File: config.mk
export PLATFORM = sky130hd
export DESIGN_NAME = irq_vector_ctrl
export DESIGN_NICKNAME = d
export VERILOG_FILES = /design/src/rtl/irq_vec_pkg.sv /design/src/rtl/irq_line_cond.sv /design/src/rtl/irq_arbiter.sv /design/src/rtl/irq_nest_ctrl.sv /design/src/rtl/irq_vector_ctrl.sv
export SDC_FILE = /design/constraint.sdc
export NUM_CORES = 1
export LEC_CHECK = 0
export BUFFER_PORTS_ARGS = -buffer_cell sky130_fd_sc_hd__buf_4
export CAP_MARGIN = 20
export CORE_MARGIN = 1.5
export CORE_UTILIZATION = 51
export CTS_BUF_LIST = sky130_fd_sc_hd__clkbuf_8
export DETAILED_ROUTE_END_ITERATION = 8
export GPL_TIMING_DRIVEN = 1
export PLACE_DENSITY_LB_ADDON = 0.12
export SYNTH_ARGS = -nofsm -noshare
export SYNTH_HDL_FRONTEND = slang
export SYNTH_SLANG_ARGS = --single-unit
export TNS_END_PERCENT = 100
File: constraint.sdc
create_clock -name clk -period 1.9 [get_ports clk]
set_clock_uncertainty 0.2 [all_clocks]
set_input_delay 0 -clock clk [delete_from_list [all_inputs] [get_ports clk]]
set_output_delay 0 -clock clk [all_outputs]
set_load 0.02 [all_outputs]
File: src/rtl/irq_vec_pkg.sv
package irq_vec_pkg;

  localparam int unsigned NUM_MASK = 4;
  localparam int unsigned NUM_SRC  = NUM_MASK + 1;

  typedef enum logic [1:0] {
    INS_IDLE   = 2'b00,
    INS_PERIPH = 2'b01,
    INS_NMI    = 2'b10
  } ins_t;

endpackage

File: src/rtl/irq_line_cond.sv
// Conditions one request line: edge capture with a hold latch, or level pass-through.
module irq_line_cond #(
  parameter bit ACT_LOW   = 1'b1,
  parameter bit HAS_LEVEL = 1'b0,
  parameter bit HAS_SEL   = 1'b0
) (
  input  logic clk,
  input  logic rst_n,
  input  logic line_i,
  input  logic arm_i,
  input  logic rise_sel_i,
  input  logic level_sel_i,
  input  logic clr_i,
  output logic req_o
);

  logic samp_q;
  logic pend_q;
  logic pend_d;
  logic pend_en;
  logic rise_mode;
  logic lvl_mode;
  logic edge_hit;

  if (HAS_SEL) begin : g_sel
    assign rise_mode = rise_sel_i;
  end else begin : g_fixed
    logic unused_sel;
    assign unused_sel = rise_sel_i;
    assign rise_mode  = ~ACT_LOW;
  end

  if (HAS_LEVEL) begin : g_lvl
    assign lvl_mode = level_sel_i;
  end else begin : g_nolvl
    logic unused_lvl;
    assign unused_lvl = level_sel_i;
    assign lvl_mode   = 1'b0;
  end

  always_comb begin
    if (rise_mode) edge_hit = line_i & ~samp_q;
    else           edge_hit = ~line_i & samp_q;
    edge_hit = edge_hit & arm_i & ~lvl_mode;
    pend_d   = (pend_q & ~clr_i) | edge_hit;
    pend_en  = edge_hit | clr_i;
    if (lvl_mode) req_o = ACT_LOW ? ~line_i : line_i;
    else          req_o = pend_q;
  end

  always_ff @(posedge clk or negedge rst_n) begin
    if (!rst_n) begin
      samp_q <= ACT_LOW;
      pend_q <= 1'b0;
    end else begin
      samp_q <= line_i;
      if (pend_en) pend_q <= pend_d;
    end
  end

endmodule

File: src/rtl/irq_arbiter.sv
// Picks the request to take this cycle under priority and nesting rules.
module irq_arbiter
  import irq_vec_pkg::*;
#(
  parameter int unsigned NM = NUM_MASK
) (
  input  logic          nmi_req_i,
  input  logic [NM-1:0] mask_req_i,
  input  logic [NM-1:0] mask_en_i,
  input  logic          glb_en_i,
  input  ins_t          ins_i,
  input  logic          boundary_i,
  input  logic          reti_i,
  output logic          take_nmi_o,
  output logic [NM-1:0] grant_o,
  output logic          wake_o
);

  logic [NM-1:0] elig;
  logic          slot_open;
  logic          found;

  always_comb begin
    elig       = mask_req_i & mask_en_i & {NM{glb_en_i}};
    slot_open  = boundary_i & ~reti_i;
    take_nmi_o = slot_open & nmi_req_i & (ins_i != INS_NMI);
    grant_o    = '0;
    found      = 1'b0;
    for (int i = 0; i < int'(NM); i++) begin
      if (slot_open && !take_nmi_o && (ins_i == INS_IDLE) && elig[i] && !found) begin
        grant_o[i] = 1'b1;
        found      = 1'b1;
      end
    end
    wake_o = glb_en_i & (nmi_req_i | (|elig));
  end

endmodule

File: src/rtl/irq_nest_ctrl.sv
// Holds the in-service level, the preempted-peripheral flag and the vector output.
module irq_nest_ctrl
  import irq_vec_pkg::*;
#(
  parameter int unsigned          NM       = NUM_MASK,
  parameter int unsigned          ADDR_W   = 12,
  parameter logic [ADDR_W-1:0]    VEC_BASE = 12'hFF0,
  parameter logic [ADDR_W-1:0]    NMI_VEC  = 12'hFFC,
  parameter logic [ADDR_W-1:0]    RST_VEC  = 12'hFFE
) (
  input  logic              clk,
  input  logic              rst_n,
  input  logic              take_nmi_i,
  input  logic [NM-1:0]     grant_i,
  input  logic              reti_i,
  output ins_t              ins_o,
  output logic              take_o,
  output logic [ADDR_W-1:0] vec_o
);

  ins_t              ins_q, ins_d;
  logic              pre_q, pre_d;
  logic              take_q, take_d;
  logic [ADDR_W-1:0] vec_q, vec_d;
  logic              state_en;

  always_comb begin
    ins_d    = ins_q;
    pre_d    = pre_q;
    vec_d    = vec_q;
    take_d   = take_nmi_i | (|grant_i);
    state_en = reti_i | take_d;
    if (reti_i) begin
      unique case (ins_q)
        INS_NMI: begin
          ins_d = pre_q ? INS_PERIPH : INS_IDLE;
          pre_d = 1'b0;
        end
        INS_PERIPH: ins_d = INS_IDLE;
        default:    ins_d = ins_q;
      endcase
    end else if (take_nmi_i) begin
      pre_d = (ins_q == INS_PERIPH);
      ins_d = INS_NMI;
      vec_d = NMI_VEC;
    end else if (|grant_i) begin
      ins_d = INS_PERIPH;
      for (int i = 0; i < int'(NM); i++) begin
        if (grant_i[i]) vec_d = VEC_BASE + ADDR_W'(2 * i);
      end
    end
  end

  always_ff @(posedge clk or negedge rst_n) begin
    if (!rst_n) begin
      ins_q  <= INS_IDLE;
      pre_q  <= 1'b0;
      take_q <= 1'b0;
      vec_q  <= RST_VEC;
    end else begin
      take_q <= take_d;
      if (state_en) begin
        ins_q <= ins_d;
        pre_q <= pre_d;
        vec_q <= vec_d;
      end
    end
  end

  assign ins_o  = ins_q;
  assign take_o = take_q;
  assign vec_o  = vec_q;

endmodule

File: src/rtl/irq_vector_ctrl.sv
module irq_vector_ctrl
  import irq_vec_pkg::*;
#(
  parameter int unsigned       ADDR_W   = 12,
  parameter logic [ADDR_W-1:0] VEC_BASE = 12'hFF0,
  parameter logic [ADDR_W-1:0] NMI_VEC  = 12'hFFC,
  parameter logic [ADDR_W-1:0] RST_VEC  = 12'hFFE
) (
  input  logic              clk,
  input  logic              rst_n,
  input  logic              nmi_n_i,
  input  logic              ext1_n_i,
  input  logic              ext1_level_i,
  input  logic              ext2_i,
  input  logic              ext2_rise_i,
  input  logic              tmr_uf_i,
  input  logic              adc_done_i,
  input  logic              glb_en_i,
  input  logic [3:0]        vec_en_i,
  input  logic              boundary_i,
  input  logic              reti_i,
  output logic [ADDR_W-1:0] vec_addr_o,
  output logic              take_o,
  output logic [1:0]        insvc_o,
  output logic              wake_o
);

  localparam int unsigned NM = NUM_MASK;
  localparam int unsigned NS = NUM_SRC;

  logic [NS-1:0] line;
  logic [NS-1:0] req;
  logic [NS-1:0] clr;
  logic [NM-1:0] grant;
  logic          take_nmi;
  logic          arm_q;
  ins_t          ins;

  // Source index 0 is the non-maskable line, index n is maskable vector n.
  assign line = {adc_done_i, tmr_uf_i, ext2_i, ext1_n_i, nmi_n_i};
  assign clr  = {grant, take_nmi};

  always_ff @(posedge clk or negedge rst_n) begin
    if (!rst_n) arm_q <= 1'b0;
    else        arm_q <= 1'b1;
  end

  for (genvar g = 0; g < int'(NS); g++) begin : g_src
    localparam bit AL = (g <= 2);
    localparam bit HL = (g == 1);
    localparam bit HS = (g == 2);
    irq_line_cond #(
      .ACT_LOW  (AL),
      .HAS_LEVEL(HL),
      .HAS_SEL  (HS)
    ) u_cond (
      .clk        (clk),
      .rst_n      (rst_n),
      .line_i     (line[g]),
      .arm_i      (arm_q),
      .rise_sel_i (ext2_rise_i),
      .level_sel_i(ext1_level_i),
      .clr_i      (clr[g]),
      .req_o      (req[g])
    );
  end

  irq_arbiter #(.NM(NM)) u_arb (
    .nmi_req_i (req[0]),
    .mask_req_i(req[NS-1:1]),
    .mask_en_i (vec_en_i),
    .glb_en_i  (glb_en_i),
    .ins_i     (ins),
    .boundary_i(boundary_i),
    .reti_i    (reti_i),
    .take_nmi_o(take_nmi),
    .grant_o   (grant),
    .wake_o    (wake_o)
  );

  irq_nest_ctrl #(
    .NM      (NM),
    .ADDR_W  (ADDR_W),
    .VEC_BASE(VEC_BASE),
    .NMI_VEC (NMI_VEC),
    .RST_VEC (RST_VEC)
  ) u_nest (
    .clk       (clk),
    .rst_n     (rst_n),
    .take_nmi_i(take_nmi),
    .grant_i   (grant),
    .reti_i    (reti_i),
    .ins_o     (ins),
    .take_o    (take_o),
    .vec_o     (vec_addr_o)
  );

  assign insvc_o = ins;

endmodule

### Yosys cells after proc, flatten, opt, wreduce, memory -nomap -nowiden

Index checks and enable logic that the tools add are counted.

* output and inout bits: 16
* memory bits (read-only): 0
* memories: 0
* input bits: 16
* latch bits: 0
* word-level logic and storage cells: 114
* RAM bits: 0
* register bits: 27

* equality and inequality tests: 5
* multipliers: 0
* multiplexer cells: 22
* divide/modulo/power cells: 0
* shift operators: 0
* add/subtract/negate cells: 0
* $lt $le $gt $ge: 0
* reduce and logical (&&, ||, !) cells: 23
* bitwise logic cells: 49

Operators with widths (number)
* 12-bit 2-to-1 mux: 6
* 1-bit bitwise AND: 21
* 1-bit NOT: 13
* 1-bit bitwise OR: 13
* 1-bit 2-to-1 mux: 12
* 1-bit logical AND: 9
* 4-bit bitwise AND: 2
* 4-bit OR reduction: 2
* 2-bit 2-to-1 mux: 3
* 3-bit AND reduction: 2
* 5-bit nonzero test: 1
* 1-bit logical NOT: 4
* 2-bit case mux with 2 select lines: 1
* 4-bit AND reduction: 1
* 2-bit nonzero test: 2
* 3-bit by 1-bit inequality test with 1-bit output, second input constant: 1
* 3-bit nonzero test: 1
* 2-bit by 1-bit == test with 1-bit output, second input constant: 1
* 2-bit == test, second input constant: 1
* 2-bit logical NOT: 1
* 2-bit by 1-bit inequality test with 1-bit output, second input constant: 1
* 2-bit inequality test, second input constant: 1

### Logic depth before layout (Yosys ltp)

* depth in word-level cells: 22
* mapped depth: 4
* depth with buffers taken out: 4

### Cells and area by module

Synthesis repeated with hierarchy kept, for this count alone.

* cell total of the unflattened synthesis: 89
* area, all modules: 948.4 µm²

Modules (own cells, without submodules)
* irq_nest_ctrl: area an instance 406.6 µm², cells each 43, times used 1, sequential area each 178.9 µm²
* irq_line_cond (g_src[3].u_cond ...): area an instance 82.6 µm², cells each 5, times used 2, sequential area each 50.0 µm²
* irq_arbiter: area an instance 100.1 µm², cells each 17, times used 1, sequential area each 0.0 µm²
* irq_line_cond (g_src[0].u_cond): area an instance 83.8 µm², cells each 5, times used 1, sequential area each 51.3 µm²
* irq_line_cond (g_src[2].u_cond): area an instance 82.6 µm², cells each 6, times used 1, sequential area each 51.3 µm²
* irq_line_cond (g_src[1].u_cond): area an instance 81.3 µm², cells each 6, times used 1, sequential area each 51.3 µm²
* irq_vector_ctrl: area an instance 28.8 µm², cells each 2, times used 1, sequential area each 25.0 µm²

### Worst setup path before layout

OpenSTA, ideal clock, no wires.

* path kind: register to register
* from: reg u_nest.ins_q[1] (netlist: u_nest.ins_o[1])
* to: reg u_nest.vec_q[1] (netlist: u_nest.vec_o[1])
* clock period less this slack: 1.663 ns
* stages on the path, launching flop included: 5
* data arrival time: 1.388 ns
* path buffers: 0
* path slack: 0.237 ns
* library setup time: 0.075 ns
* required time: 1.625 ns
* cell sequence: dfrtp_1 -> nand2b_1 -> or4_4 -> a2bb2oi_1 -> o22ai_2

* cells in the longest elaborated chain, start to end: 20
* elaborated cells on any way between the ends: 33
* classes of those cells: eq/ne (1); mux (11); bitwise (3); reduce/logical (18)

Ends and longest elaborated chain
* start, declared: line irq_nest_ctrl.sv:21 `ins_t ins_q, ins_d;`
* start signal, assigned: line irq_nest_ctrl.sv:63 `ins_q <= ins_d;`
* 2-bit inequality test: line irq_arbiter.sv:26 `take_nmi_o = slot_open & nmi_req_i & (ins_i != INS_NMI);`
* 1-bit bitwise AND: line irq_arbiter.sv:26
* 1-bit logical NOT: line irq_arbiter.sv:30 `if (slot_open && !take_nmi_o && (ins_i == INS_IDLE) && elig[i] && !found) begin`
* 1-bit logical AND (3 in series): line irq_arbiter.sv:30
* 1-bit 2-to-1 mux: line irq_arbiter.sv:30
* 1-bit logical NOT: line irq_arbiter.sv:30
* 1-bit logical AND: line irq_arbiter.sv:30
* 1-bit 2-to-1 mux: line irq_arbiter.sv:30
* [2 not listed]
* 1-bit 2-to-1 mux: line irq_arbiter.sv:30
* 1-bit logical NOT: line irq_arbiter.sv:30
* 1-bit logical AND: line irq_arbiter.sv:30
* 1-bit 2-to-1 mux: line irq_arbiter.sv:30
* 4-bit OR reduction: line irq_nest_ctrl.sv:31, irq_nest_ctrl.sv:46
* 1-bit bitwise OR: line irq_nest_ctrl.sv:31 `take_d = take_nmi_i | (|grant_i);`
* 1-bit bitwise OR: line irq_nest_ctrl.sv:32 `state_en = reti_i | take_d;`
* 4-bit AND reduction (no line)
* end signal, assigned: line irq_nest_ctrl.sv:65 `vec_q <= vec_d;`
* end, declared: line irq_nest_ctrl.sv:24 `logic [ADDR_W-1:0] vec_q, vec_d;`

Several ways; a longest one is shown, not always the timed one. The select of a mux whose other input is x is not followed.
A chain may end at the register's enable or synchronous reset.

### Worst setup path in the final report

* from: reg g_src[1].u_cond.pend_q
* to: out wake_o

* cells in the longest elaborated chain, start to end: 6

Ends and longest elaborated chain
* start, declared: line irq_line_cond.sv:18 `logic pend_q;`
* start signal, assigned: line irq_line_cond.sv:57 `if (pend_en) pend_q <= pend_d;`
* 1-bit 2-to-1 mux: line irq_line_cond.sv:47 `if (lvl_mode) req_o = ACT_LOW ? ~line_i : line_i;`
* 4-bit bitwise AND (2 in series): line irq_arbiter.sv:24 `elig = mask_req_i & mask_en_i & {NM{glb_en_i}};`
* 4-bit OR reduction: line irq_arbiter.sv:35 `wake_o = glb_en_i & (nmi_req_i | (|elig));`
* 1-bit bitwise OR: line irq_arbiter.sv:35
* 1-bit bitwise AND: line irq_arbiter.sv:35
* end, declared: line irq_vector_ctrl.sv:25 `output logic wake_o`

No other way between the ends.

==> impl_metrics.tcl <==
set metrics [dict create \
    status "complete, no violations" \
    synth_seq_cells 18 \
    cts_made_buffers 3 \
    final_layout_size_suffix_gt1_frac 0.292 \
    routed-via-count 803 \
    power.density_nw_per_um2 1060 \
    via_per_inst 5.18 \
    drtAntennaViolNets 0 \
    hold_path_class "input pin to register" \
    syn_to_final_growth_pct 38.5 \
    cts_tree "done" \
    min_period_ns 1.74 \
    swShare 0.341 \
    grt_pass1_wl_um 3040 \
    final_cell_count_no_fill 155 \
    dieArea_um2 2080 \
    cts_max_path_buffers 2 \
    p_leak_nw 0.584 \
    report.final.hold_viol_count 0 \
    start_kind "register" \
    setup_tns_ns 0 \
    p_clk_frac 0.228 \
    routabilityCongestion 0.820 \
    synth.distinct_cells 33 \
    seq_area_um2 458 \
    netSwitchingPower_mw 0.464 \
    tightest_slew_ns 0.607 \
    crit_required_ns 1.70 \
    grt_max_degree 13 \
    place_hpwl_um 1390 \
    wl_per_cell_um 13.3 \
    antenna_found_initial 0 \
    die_w_um 45.6 \
    fin_nets 147 \
    die_h_um 45.6 \
    setup.worst_path.end_class "output port" \
    antenna_cells 0 \
    pwr-share-seq 0.436 \
    cts-root-buf "clkbuf_8" \
    rows 15 \
    finalCritPeriodShare 0.915 \
    synthCells 92 \
    maxSlewHeadroom 0.594 \
    slew_violations 0 \
    rsz0062_at_grt "no" \
    fmax_ghz 0.575 \
    worstSkewPairLatency_ns 0.25 \
    ir_drop_mv 0.846 \
    start_util 0.543 \
    grt.total_usage 0.211 \
    core-area_um2 1710 \
    syn-cell-area_um2 927 \
    ys_warn_count 0 \
    n_fill_cell 120 \
    crit_path_max_fanout 7 \
    cp.arrival_ns 1.54 \
    ys_seq_area_frac 0.494 \
    clock_sinks 18 \
    avgSynthCellArea_um2 10.1 \
    grt_pass1_vias 703 \
    combPwrFrac 0.336 \
    overflow 0 \
    dr.pass1.iters 4 \
    drt_iter0_markers 14 \
    drv_cap 0 \
    h-tree-depth 1 \
    totalWireLength_um 2070 \
    multi_input_area_um2 412 \
    dpl.cell_count 137 \
    drc 0 \
    port_buffers 22 \
    path_class "register to output port" \
    io_pins 32 \
    setup_violations 0 \
    path_clk_slew_ns 0.07 \
    internal_power_mw 0.895 \
]
critical path: stages, from the launching register on:
cell and delay [ns]:
dfrtp_1 0.41, o2111ai_4 0.30, nand3_1 0.21, o21a_1 0.22, buf_4 0.15
Yosys cell counts:
master     number  area share
or3_4           1       0.012
dfrtp_1        12        0.32
a2bb2oi_1       2       0.019
o2111ai_2       1       0.016
o21a_1          1      0.0081
nand3_1         5       0.027
inv_1           4       0.016
o21ai_0         3       0.016
conb_1          2      0.0081
o21ai_1         2       0.011
a21oi_1         5       0.027
nand4_1         2       0.013
a221oi_1        1      0.0094
dfstp_2         6        0.17
o22ai_2         1       0.013
nor2b_1         1      0.0068
buf_2           1      0.0054
a21o_1          3       0.024
nor4_1          1      0.0068
nand3b_1        1      0.0081
nand2_1        12       0.049
nand2b_1        1      0.0068
o31a_1          1      0.0094
a32o_1          1       0.011
buf_6           1       0.012
buf_4           9       0.073
nor3_1          1      0.0054
or4_4           1       0.012
a22o_1          3       0.028
nand4bb_1       1       0.012
nor2_1          4       0.016
a31o_1          1      0.0094
nor4_2          1       0.013
routing by layer:
metal / part of all wire / routed length (µm) / track usage / vias to the layer above
met5: 0 / 0 / 0 / -
met4: 0.011 / 23 / 0.0824 / 0
met3: 0.044 / 91 / 0.0437 / 4
met2: 0.52 / 1080 / 0.358 / 21
met1: 0.42 / 868 / 0.261 / 388
li1: - / - / - / 390
state kept, by name, summed over array words and instances (netlist names):
register	cells
u_nest.ins_o	2
g_src.u_cond.req_o	4
g_src.u_cond.samp_q	5
g_src.u_cond.pend_q	1
arm_q	1
u_nest.vec_o	3
u_nest.pre_q	1
u_nest.take_o	1
cells in the final DEF (no fill, tap or decap), drive strengths merged:
cell type    count
nor3             1
nor2             4
o2111ai          1
a21o             3
o21ai            5
dfrtp           12
buf             23
o22ai            1
nand4            2
dlygate4sd3     14
inv              4
nand2b           1
nand2           12
conb            10
o31a             1
nor2b            1
a31o             1
nand3            5
nand4bb          1
clkbuf           4
a32o             1
a221oi           1
a21oi            5
or4              1
a2bb2oi          2
nand3b           1
or3              1
nor4             2
o21a             1
a22o             3
dfstp            6
power by group through the flow:
stage / Clock, mW / Combinational [mW] / Sequential, mW
floorplan: 0 / 0.219 / 0.644
global placement: 0 / 0.419 / 0.591
detailed placement: 0 / 0.429 / 0.595
CTS: 0.321 / 0.455 / 0.589
global route: 0.337 / 0.492 / 0.604
finish: 0.309 / 0.457 / 0.593
per-stage QoR:
step | utilization | instance area, µm² | setup WS, ns | total power, mW | hold slack (ns)
2_1_floorplan | - | 957 | 0.237 | 0.862 | -0.496
3_3_place_gp | 0.631 | 1080 | 0.305 | 1.01 | -0.319
3_5_place_dp | 0.631 | 1080 | 0.262 | 1.02 | -0.319
4_1_cts | 0.745 | 1270 | 0.0974 | 1.36 | 0.00575
5_1_grt | 0.752 | 1280 | 0.0785 | 1.43 | 0.00399
6_report | 0.752 | 1280 | 0.161 | 1.36 | 0.00838
final cells by class:
cell class	count	share of cell area
Multi-Input combinational cell	67	0.321
Inverter	4	0.0117
Clock buffer	4	0.0429
Sequential cell	18	0.357
Timing Repair Buffer	37	0.244
Tap cell	25	0.0244
worst paths after layout:
kind	from	to	slack, ns	cells past startpoint
max	g_src[1].u_cond.pend_q$_DFFE_PN0P_	wake_o	0.16	4
min	vec_en_i[3]	g_src[4].u_cond.req_o$_DFFE_PN0P_	0.008	5
max reg2reg	u_nest.ins_o[1]$_DFFE_PN0P_	u_nest.vec_o[1]$_DFFE_PN1P_	0.24	4
min reg2reg	g_src[0].u_cond.samp_q$_DFF_PN1_	g_src[0].u_cond.req_o$_DFFE_PN0P_	0.30	2
max in group asynchronous	rst_n	u_nest.ins_o[0]$_DFFE_PN0P_	0.38	3
min in group asynchronous	rst_n	g_src[2].u_cond.samp_q$_DFF_PN1_	0.09	2
cell families after synthesis:
group | share of synthesized area
other | 0.00810
buffers and inverters | 0.107
AO/OA/AOI/OAI | 0.202
AND/OR/NAND/NOR | 0.189
flip-flops | 0.494
what timing repair did:
action / 4_1_cts / 5_1_grt
hold buffers: 14 / 0
buffers inserted: 0 / 0
setup endpoints to repair: 0 / 1
gates resized for setup: 0 / 1
endpoints found under the hold margin: 34 / 0
(Power assumes the default switching activity.)
